[src/rtl/lpm_seq_pkg.sv]
package lpm_seq_pkg;
  typedef enum logic [2:0] {
    M_RESET  = 3'd0,
    M_NREQ   = 3'd1,
    M_NORMAL = 3'd2,
    M_STOP   = 3'd3,
    M_SLEEP  = 3'd4
  } mode_e;

  localparam logic [1:0] CMD_NORMAL = 2'b00;
  localparam logic [1:0] CMD_STOP   = 2'b01;
  localparam logic [1:0] CMD_SLEEP  = 2'b10;
  localparam logic [1:0] CMD_WDCLR  = 2'b11;
endpackage

[src/rtl/lpm_wake_filter.sv]
module lpm_wake_filter #(
  parameter int FILT_N = 8
) (
  input  logic clk,
  input  logic arst_n,
  input  logic raw_i,
  output logic hit_o
);
  localparam int CW = $clog2(FILT_N + 1);
  localparam logic [CW-1:0] FULL = CW'(FILT_N);

  logic [CW-1:0] cnt_q, cnt_d;

  // consecutive-sample counter, saturating at FILT_N
  always_comb begin
    if (!raw_i)             cnt_d = '0;
    else if (cnt_q != FULL) cnt_d = cnt_q + 1'b1;
    else                    cnt_d = cnt_q;
  end

  always_ff @(posedge clk or negedge arst_n) begin
    if (!arst_n) cnt_q <= '0;
    else         cnt_q <= cnt_d;
  end

  assign hit_o = (cnt_q == FULL);
endmodule

[src/rtl/lpm_tick_timer.sv]
module lpm_tick_timer #(
  parameter int PRESC_DIV = 1000,
  parameter int TW        = 8
) (
  input  logic          clk,
  input  logic          arst_n,
  input  logic          clr_i,
  output logic          tick_o,
  output logic [TW-1:0] tk_o
);
  localparam int PW = $clog2(PRESC_DIV + 1);
  localparam logic [PW-1:0] PLAST = PW'(PRESC_DIV - 1);

  logic [PW-1:0] pre_q, pre_d;
  logic [TW-1:0] tk_q, tk_d;

  assign tick_o = (pre_q == PLAST);

  always_comb begin
    pre_d = pre_q;
    tk_d  = tk_q;
    if (clr_i) begin
      pre_d = '0;
      tk_d  = '0;
    end else if (tick_o) begin
      pre_d = '0;
      if (tk_q != {TW{1'b1}}) tk_d = tk_q + 1'b1;
    end else begin
      pre_d = pre_q + 1'b1;
    end
  end

  always_ff @(posedge clk or negedge arst_n) begin
    if (!arst_n) begin
      pre_q <= '0;
      tk_q  <= '0;
    end else begin
      pre_q <= pre_d;
      tk_q  <= tk_d;
    end
  end

  assign tk_o = tk_q;
endmodule

[src/rtl/lpm_mode_fsm.sv]
module lpm_mode_fsm
  import lpm_seq_pkg::*;
#(
  parameter int TW        = 8,
  parameter int EXT_TICKS = 20,
  parameter int NRQ_TICKS = 150
) (
  input  logic          clk,
  input  logic          arst_n,
  input  logic          cause_i,
  input  logic          strap_i,
  input  logic          cmd_valid_i,
  input  logic [1:0]    cmd_i,
  input  logic          wake_stop_i,
  input  logic          wake_sleep_i,
  input  logic          tick_i,
  input  logic [TW-1:0] tk_i,
  output mode_e         mode_o,
  output logic          clr_o,
  output logic          irq_n_o
);
  localparam logic [TW-1:0] EXT_LAST = TW'(EXT_TICKS - 1);
  localparam logic [TW-1:0] NRQ_LAST = TW'(NRQ_TICKS - 1);

  mode_e state_q, state_d;
  logic  irq_q, irq_d;
  logic  cmd_move, stop_wake;
  mode_e cmd_target;

  always_comb begin
    unique case (cmd_i)
      CMD_STOP:  cmd_target = M_STOP;
      CMD_SLEEP: cmd_target = M_SLEEP;
      default:   cmd_target = M_NORMAL;
    endcase
  end

  assign cmd_move  = cmd_valid_i && (cmd_i != CMD_WDCLR);
  assign stop_wake = (state_q == M_STOP) && !cause_i && wake_stop_i;

  // next-state
  always_comb begin
    state_d = state_q;
    if (cause_i) begin
      state_d = M_RESET;
    end else begin
      unique case (state_q)
        M_RESET:  if (tick_i && tk_i == EXT_LAST) state_d = M_NREQ;
        M_NREQ: begin
          if (cmd_move)                           state_d = cmd_target;
          else if (tick_i && tk_i == NRQ_LAST)    state_d = M_RESET;
        end
        M_NORMAL: if (cmd_move)                   state_d = cmd_target;
        M_STOP:   if (wake_stop_i)                state_d = strap_i ? M_NREQ : M_NORMAL;
        M_SLEEP:  if (wake_sleep_i)               state_d = M_RESET;
        default:                                  state_d = M_RESET;
      endcase
    end
  end

  assign clr_o = (state_d != state_q) || (state_q == M_RESET && cause_i);

  always_comb begin
    irq_d = irq_q;
    if (cmd_valid_i) irq_d = 1'b1;
    if (stop_wake)   irq_d = 1'b0;
  end

  always_ff @(posedge clk or negedge arst_n) begin
    if (!arst_n) begin
      state_q <= M_RESET;
      irq_q   <= 1'b1;
    end else begin
      state_q <= state_d;
      irq_q   <= irq_d;
    end
  end

  assign mode_o  = state_q;
  assign irq_n_o = irq_q;
endmodule

[src/rtl/lpm_sequencer.sv]
module lpm_sequencer
  import lpm_seq_pkg::*;
#(
  parameter int NWAKE     = 4,
  parameter int PRESC_DIV = 1000,
  parameter int EXT_TICKS = 20,
  parameter int NRQ_TICKS = 150,
  parameter int FILT_N    = 8
) (
  input  logic             clk,
  input  logic             rst_n,
  input  logic             rst_cause_i,
  input  logic             wd_strap_i,
  input  logic             cmd_valid_i,
  input  logic [1:0]       cmd_i,
  input  logic [NWAKE-1:0] wake_i,
  input  logic             cs_act_i,
  input  logic             ext_rst_n_i,
  output logic [2:0]       mode_o,
  output logic             rst_n_o,
  output logic             irq_n_o
);
  localparam int TMAX = (EXT_TICKS > NRQ_TICKS) ? EXT_TICKS : NRQ_TICKS;
  localparam int TW   = $clog2(TMAX + 1);
  localparam int NSRC = NWAKE + 2;

  logic [1:0]      rs_q;
  logic            arst_n;
  logic [NSRC-1:0] raw, hit;
  logic            tick, clr;
  logic [TW-1:0]   tk;
  mode_e           mode;

  // asynchronous assert, synchronous release
  always_ff @(posedge clk or negedge rst_n) begin
    if (!rst_n) rs_q <= '0;
    else        rs_q <= {rs_q[0], 1'b1};
  end
  assign arst_n = rs_q[1];

  // generic sources low, chip select and reset pin on top
  assign raw = {~ext_rst_n_i, cs_act_i, wake_i};

  for (genvar g = 0; g < NSRC; g++) begin : g_filt
    lpm_wake_filter #(.FILT_N(FILT_N)) u_filt (
      .clk(clk), .arst_n(arst_n), .raw_i(raw[g]), .hit_o(hit[g])
    );
  end

  lpm_tick_timer #(.PRESC_DIV(PRESC_DIV), .TW(TW)) u_timer (
    .clk(clk), .arst_n(arst_n), .clr_i(clr), .tick_o(tick), .tk_o(tk)
  );

  lpm_mode_fsm #(.TW(TW), .EXT_TICKS(EXT_TICKS), .NRQ_TICKS(NRQ_TICKS)) u_fsm (
    .clk(clk), .arst_n(arst_n),
    .cause_i(rst_cause_i), .strap_i(wd_strap_i),
    .cmd_valid_i(cmd_valid_i), .cmd_i(cmd_i),
    .wake_stop_i(|hit), .wake_sleep_i(|hit[NWAKE-1:0]),
    .tick_i(tick), .tk_i(tk),
    .mode_o(mode), .clr_o(clr), .irq_n_o(irq_n_o)
  );

  assign mode_o  = mode;
  assign rst_n_o = (mode != M_RESET);
endmodule

[config.mk]
export PLATFORM = sky130hd
export DESIGN_NAME = lpm_sequencer
export DESIGN_NICKNAME = d
export VERILOG_FILES = /design/src/rtl/lpm_seq_pkg.sv /design/src/rtl/lpm_wake_filter.sv /design/src/rtl/lpm_tick_timer.sv /design/src/rtl/lpm_mode_fsm.sv /design/src/rtl/lpm_sequencer.sv
export SDC_FILE = /design/constraint.sdc
export NUM_CORES = 1
export LEC_CHECK = 0
export CAP_MARGIN = 15
export CORE_MARGIN = 5
export CORE_UTILIZATION = 59
export CTS_BUF_LIST = sky130_fd_sc_hd__clkbuf_4 sky130_fd_sc_hd__clkbuf_8
export DETAILED_ROUTE_END_ITERATION = 10
export DONT_BUFFER_PORTS = 1
export GPL_TIMING_DRIVEN = 1
export PLACE_DENSITY = 0.78
export RECOVER_POWER = 100
export SLEW_MARGIN = 20
export SYNTH_ARGS = -nofsm -noshare
export SYNTH_HDL_FRONTEND = slang
export SYNTH_SLANG_ARGS = --single-unit
[constraint.sdc]
create_clock -name clk -period 1.8 [get_ports clk]
set_clock_uncertainty 0.2 [all_clocks]
set_input_delay 0.54 -clock clk [delete_from_list [all_inputs] [get_ports clk]]
set_output_delay 0.54 -clock clk [all_outputs]
set_load 0.02 [all_outputs]
[Yosys cells after proc, flatten, opt, wreduce, memory -nomap -nowiden]
Index checks and enable logic that the tools add are counted.
Word-level totals
  register bits after elaboration: 48
  input port bits: 13
  output and inout bits: 5
  logic and storage cells: 94
Cells by class
  add/sub/neg operators: 8
  equality and inequality tests: 29
  multiplexer cells: 29
  reduce and logical (&&, ||, !) cells: 17
Operators with widths (number)
  $mux 4: 12
  $add 4x1->4 const B: 6
  $eq 4x4->1 const B: 6
  $mux 8: 3
  $ne 4x4->1 const B: 6
  $mux 3: 7
  $mux 10: 2
  $pmux 3 s5: 1
  $add 10x1->10 const B: 1
  $eq 10x10->1 const B: 1
  $ne 2x1->1 const B: 5
  $add 8x1->8 const B: 1
  $eq 8x5->1 const B: 1
  $eq 8x8->1 const B: 1
  $ne 8x8->1 const B: 1
  $reduce_bool 2->1: 4
  $eq 3x2->1 const B: 2
  $logic_and 1x1->1: 6
  $pmux 3 s2: 1
  $reduce_or 6->1: 1
  $reduce_or 4->1: 1
  $eq 3x1->1 const B: 1
  $eq 3x3->1 const B: 1
  $logic_not 3->1: 1
  10 further kinds: 11

[Depth between registers and ports, before layout]
  word-level depth: 10
  mapped depth: 9
  gate-level depth less buffers: 8

[Hierarchy]
Synthesis repeated with hierarchy kept, for this count alone.
Unflattened totals
  cell total of the unflattened synthesis: 282
  area total of the unflattened synthesis: 2801.4 µm²
By module, submodules not included
  lpm_wake_filter: instances 6, cells each 21, area an instance 226.5 µm², seq. area each 100.1 µm²
  lpm_tick_timer: instances 1, cells each 102, area an instance 952.2 µm², seq. area each 450.4 µm²
  lpm_mode_fsm: instances 1, cells each 47, area an instance 409.1 µm², seq. area each 101.3 µm²
  lpm_sequencer: instances 1, cells each 7, area an instance 81.3 µm², seq. area each 50.0 µm²

[Worst setup path after synthesis]
No wires, ideal clock.
  kind: register -> register
  from: register u_fsm.state_q[1] (netlist: u_fsm.mode_o[1])
  to: register u_timer.tk_q[5] (netlist: u_timer.tk_o[5])
  arrival time: 1.864 ns
  required time: 1.481 ns
  slack: -0.383 ns
  cell stages (with the launch flop): 8
  path through: dfrtp_1 buf_2 or3_1 and4bb_1 o21ai_1 nand4_4 buf_6 nor2_2
On the way
  longest elaborated chain between the ends: 8
  elaborated cells on any way between the ends: 20
  those cells by class: eq/ne: 5; mux: 9; reduce/logical: 6
Ends and longest elaborated chain
  start, declared: line lpm_mode_fsm.sv:25  | mode_e state_q, state_d;
  start signal, assigned: line lpm_mode_fsm.sv:74  | state_q <= state_d;
  $mux 3: line lpm_mode_fsm.sv:51  | else if (tick_i && tk_i == NRQ_LAST) state_d = M_RESET;
  $mux 3: line lpm_mode_fsm.sv:50  | if (cmd_move) state_d = cmd_target;
  $pmux 3 s5: line lpm_mode_fsm.sv:47  | unique case (state_q)
  $mux 3: line lpm_mode_fsm.sv:44  | if (cause_i) begin
  $ne 3x3->1: line lpm_mode_fsm.sv:61  | assign clr_o = (state_d != state_q) || (state_q == M_RESET && cause_i);
  $logic_or 1x1->1 *: line lpm_mode_fsm.sv:61
  $reduce_bool 2->1 (no line)
  $reduce_and 2->1 (no line)
  end signal, assigned: line lpm_tick_timer.sv:39  | tk_q <= tk_d;
  end, declared: line lpm_tick_timer.sv:15  | logic [TW-1:0] tk_q, tk_d;
Every way passes the cells marked *; elsewhere a longest branch is shown, timed or not.
A chain may end at the register's enable or synchronous reset.

[Worst setup path in the final report]
  from: register u_fsm.state_q[2] (netlist: u_fsm.mode_o[2])
  to: register u_timer.pre_q[6]
On the way
  longest elaborated chain between the ends: 7
  elaborated cells on any way between the ends: 17
  those cells by class: eq/ne: 5; mux: 9; reduce/logical: 3
Ends and longest elaborated chain
  $mux 3: line lpm_mode_fsm.sv:51
  $mux 3: line lpm_mode_fsm.sv:50
  $pmux 3 s5: line lpm_mode_fsm.sv:47
  $mux 3: line lpm_mode_fsm.sv:44
  $ne 3x3->1: line lpm_mode_fsm.sv:61
  $logic_or 1x1->1 *: line lpm_mode_fsm.sv:61
  $mux 10 *: line lpm_tick_timer.sv:22  | if (clr_i) begin
  net u_timer.pre_d[6]: line lpm_tick_timer.sv:14  | logic [PW-1:0] pre_q, pre_d;
  end signal, assigned: line lpm_tick_timer.sv:38  | pre_q <= pre_d;
  end, declared: line lpm_tick_timer.sv:14
Mark *: on every way through the listed nets, which the timed path passes. The rest lies on a longest branch.

==> flow_summary.toml <==
[clocking]
cts_tree = "done"
clk_transition_reported_paths_ns = 0.10
numCtsBuffers = 5
cts_max_level = 2
clock_path_buffers = 2
clock-root-buffer = "sky130_fd_sc_hd__clkbuf_8"
clock_sinks = 48
worstSkewPairLatency_ns = 0.32

[timing]
final-hold-violation-count = 0
finalMaxSlewViolations = 0
timing_worst_slew_pin_value_ns = 0.694
finalSetupViolCount = 24
portion_of_the_clock_cycle_consumed_by_the_worst_path_in_the_final_layout = 1.28
layout_min_cycle_time_ns = 2.31
setup_ws_ns = -0.507
achievable-frequency_ghz = 0.433
max_slew_margin = 0.538
grt_setup_unrepaired = "true"

[worst_setup_path]
worst_setup_path_end_kind = "flip-flop"
cell_breakdown_of_the_critical_path = "buf_6 > and2b_1 > nand2_2 > o41ai_4 > nand3b_1 > nand4_4 > buf_6 > nor2_4"
cp-startpoint = "u_fsm.mode_o[2]$_DFF_PN0_"
critPathRequiredTime_ns = 1.85
crit_path_max_incr_delay_ns = 0.43
rr_endpoint = "u_timer.pre_q[6]$_DFF_PN0_"
worst_r2r_startpoint = "u_fsm.mode_o[2]$_DFF_PN0_"
criticalPathCategory = "reg -> reg"
critPathBufInv = 2
ff2ff_path_depth = 8
path_depth = 8
endpoint = "u_timer.pre_q[6]$_DFF_PN0_"
timing.critical_path.fanout_max = 5
r2r_setup_slack_ns = -0.51
start_kind = "flip-flop"
critPathArrivalTime_ns = 2.36
critical_path.slowest_cell = "sky130_fd_sc_hd__dfrtp_2"
critical_path_most_common_cell = "sky130_fd_sc_hd__buf_6"
critical-path-top-delay-family = "simple AND/OR/NAND/NOR gates"

[synth]
postSynth.asyncResetShare = 1.00
synth_enable_flop_cells = 0
synth-main-ff-cell = "sky130_fd_sc_hd__dfrtp_1"
netlist.top_cell.by_area = "sky130_fd_sc_hd__dfrtp_1"
main_combinational_cell_family_by_area_after_synthesis = "simple AND/OR/NAND/NOR gates"
postSynthCellCount = 281
ys_types = 47
post-synth-top-count-cell = "sky130_fd_sc_hd__dfrtp_1"
synthesis.area_mm2 = 0.00278
number_of_warnings_issued_by_yosys = 0
netlist_top_cells_count = "47 x sky130_fd_sc_hd__dfrtp_1, 24 x sky130_fd_sc_hd__nor2_1, 23 x sky130_fd_sc_hd__nand2_1"
synthesized_area_fraction_occupied_by_ao_oa_aoi_and_oai_cells = 0.0933
synth_top_cell_area_share = 0.424
ys_seq_elements = 48
post_synth_and_or_nand_nor_area_fraction = 0.263
postSynthAreaPerCell_um2 = 9.88
muxShareOfSynthArea = 0.0216
synth-xor-area-share = 0.0789
synthesis.nets = 309
synth.top_cells.by_area = "sky130_fd_sc_hd__dfrtp_1 42%, sky130_fd_sc_hd__ha_1 6.8%, sky130_fd_sc_hd__xnor2_1 5.4%"
synth-adder-area-share = 0.0676
synth-seq-area-share = 0.433

[drt]
drt-wirelength-per-cell_um = 24.6
detailedRoute.firstPassIterationCount = 5
dr_total_vias = 2816
drt_iter0_drc = 301
detail_route.drc_violations = 0
antenna_left = 0
vias_per_cell = 6.50
totalWireLength_um = 10600

[global_route]
grt_antenna_before_repair = 0
grt_first_pass_wirelength_um = 14600
largest_net_degree_at_the_start_of_global_routing = 32
grt.overflow.total = 0
globalRouteTotalUtil = 0.308
first_global_vias = 2848

[floorplanning]
core_region_area_mm2 = 0.00463
dieArea_mm2 = 0.00618
chipHeight_um = 78.6
chipWidth_um = 78.6
design.portCount = 18
placement_rows = 25
initial_core_util = 0.599

[job]
maxCapViolations = 0

[hold_path]
hold_path_class = "in -> reg"
hold_startpoint = "ext_rst_n_i"

[power]
static-leakage-power_nw = 1.83
vdd_ir_drop_max_v = 0.000592
power.density_mw_per_mm2 = 607
total_power_after_layout_mw = 2.43

[finish]
fillCellCount = 197
finish.net_count = 406
drive_above_1_share = 0.454
postLayoutCellArea_mm2 = 0.00401
n_antenna_cell = 0
finalCoreUtilization = 0.865
area_growth_pct = 44.3

[place]
post_detailed_placement_cell_area_mm2 = 0.00348
gp_congestion = 0.883
dpl.hpwl_um = 4600
pre_cts_ws_ns = -0.400
io_buffers = 0

[run_status]
run_status = "finished, violations left"
failing_checks = "negative setup slack"
[where the power goes]
group / leakage (nW) / switching (mW) / internal [mW]
Clock: 0.0614 / 0.415 / 0.455
Combinational: 1.12 / 0.203 / 0.196
Sequential: 0.641 / 0.0431 / 1.12
Total: 1.83 / 0.661 / 1.77
[routing by layer]
layer  vias up  track usage  wire length (µm)  part of all wire
met2       224        0.525              5250              0.49
met3        75       0.0642               916             0.086
li1       1146            -                 -                 -
met1      1371        0.363              3820              0.36
met4         0        0.164               660             0.062
met5         -            0                 0                 0
[layout make-up]
| type | instances | area, µm² | area share |
|---|---|---|---|
| clock buffers | 6 | 82.6 | 0.0206 |
| inverters | 20 | 75.1 | 0.0187 |
| well taps | 54 | 67.6 | 0.0169 |
| clock inverters | 2 | 38.8 | 0.00968 |
| multi-input cells | 209 | 1780 | 0.444 |
| flip-flops and latches | 48 | 1200 | 0.301 |
| repair buffers | 94 | 757 | 0.189 |
[registers in the layout, summed over array words and instances (netlist names)]
name                 cells
rs_q                     2
u_fsm.mode_o             3
u_fsm.irq_n_o            1
g_filt.u_filt.cnt_q     24
u_timer.pre_q           10
u_timer.tk_o             8
[cell families after synthesis]
family | Yosys count
flip-flops | 48
buffers and inverters | 25
other | 1
multiplexers | 6
AND/OR/NAND/NOR | 124
XOR/XNOR | 25
adder cells (fa/ha/maj) | 15
AO/OA/AOI/OAI | 37
[timing repair]
action	in CTS	in global routing
resized for setup	36	29
hold endpoints to repair	2	0
hold buffers	1	0
pin swaps	13	12
cloned	1	0
endpoints found under the setup margin	21	25
buffers inserted	12	6
[worst register-to-register path: cells and delay by family, from the launching register on]
| kind | cells | cell delay, ns |
|---|---|---|
| simple gates | 5 | 0.91 |
| flops | 1 | 0.43 |
| compound gates | 1 | 0.40 |
| buf+inv | 2 | 0.31 |
[cell usage in the layout (no fill, tap or decap), drive strengths merged, types with 8 or more instances in the layout]
cell type / netlist / final
nand2: 23 / 23
nor2: 35 / 35
and2: 13 / 13
xnor2: 17 / 17
nand3: 11 / 11
clkbuf: 0 / 8
ha: 15 / 15
a21oi: 14 / 14
xor2: 8 / 8
buf: 5 / 91
dfrtp: 47 / 47
inv: 20 / 20
nor2b: 9 / 9
[how the worst min path moves through the flow]
stage / cells after the start / endpoint / slack [ns]
floorplan: 0 / rs_q[0]$_DFF_PN0_ / 0.04
global route: 1 / g_filt[5].u_filt.cnt_q[1]$_DFFE_PN0P_ / 0.06
finish: 1 / g_filt[5].u_filt.cnt_q[3]$_DFFE_PN0P_ / 0.07
detailed placement: 0 / g_filt[4].u_filt.cnt_q[1]$_DFFE_PN0P_ / -0.003
CTS: 0 / g_filt[4].u_filt.cnt_q[1]$_DFFE_PN0P_ / 0.007
global placement: 0 / g_filt[4].u_filt.cnt_q[1]$_DFFE_PN0P_ / -0.01
[metrics by stage]
| stage | hold slack (ns) | setup TNS, ns | std cells |
|---|---|---|---|
| 3_3_place_gp | -0.0109 | -4.30 | 405 |
| 2_1_floorplan | 0.0444 | -3.39 | 281 |
| 3_5_place_dp | -0.00304 | -5.62 | 405 |
| 5_1_grt | 0.0578 | -10.10 | 433 |
| 6_report | 0.0725 | -9.52 | 433 |
| 4_1_cts | 0.00749 | -6.14 | 427 |
(Power assumes the default switching activity.)
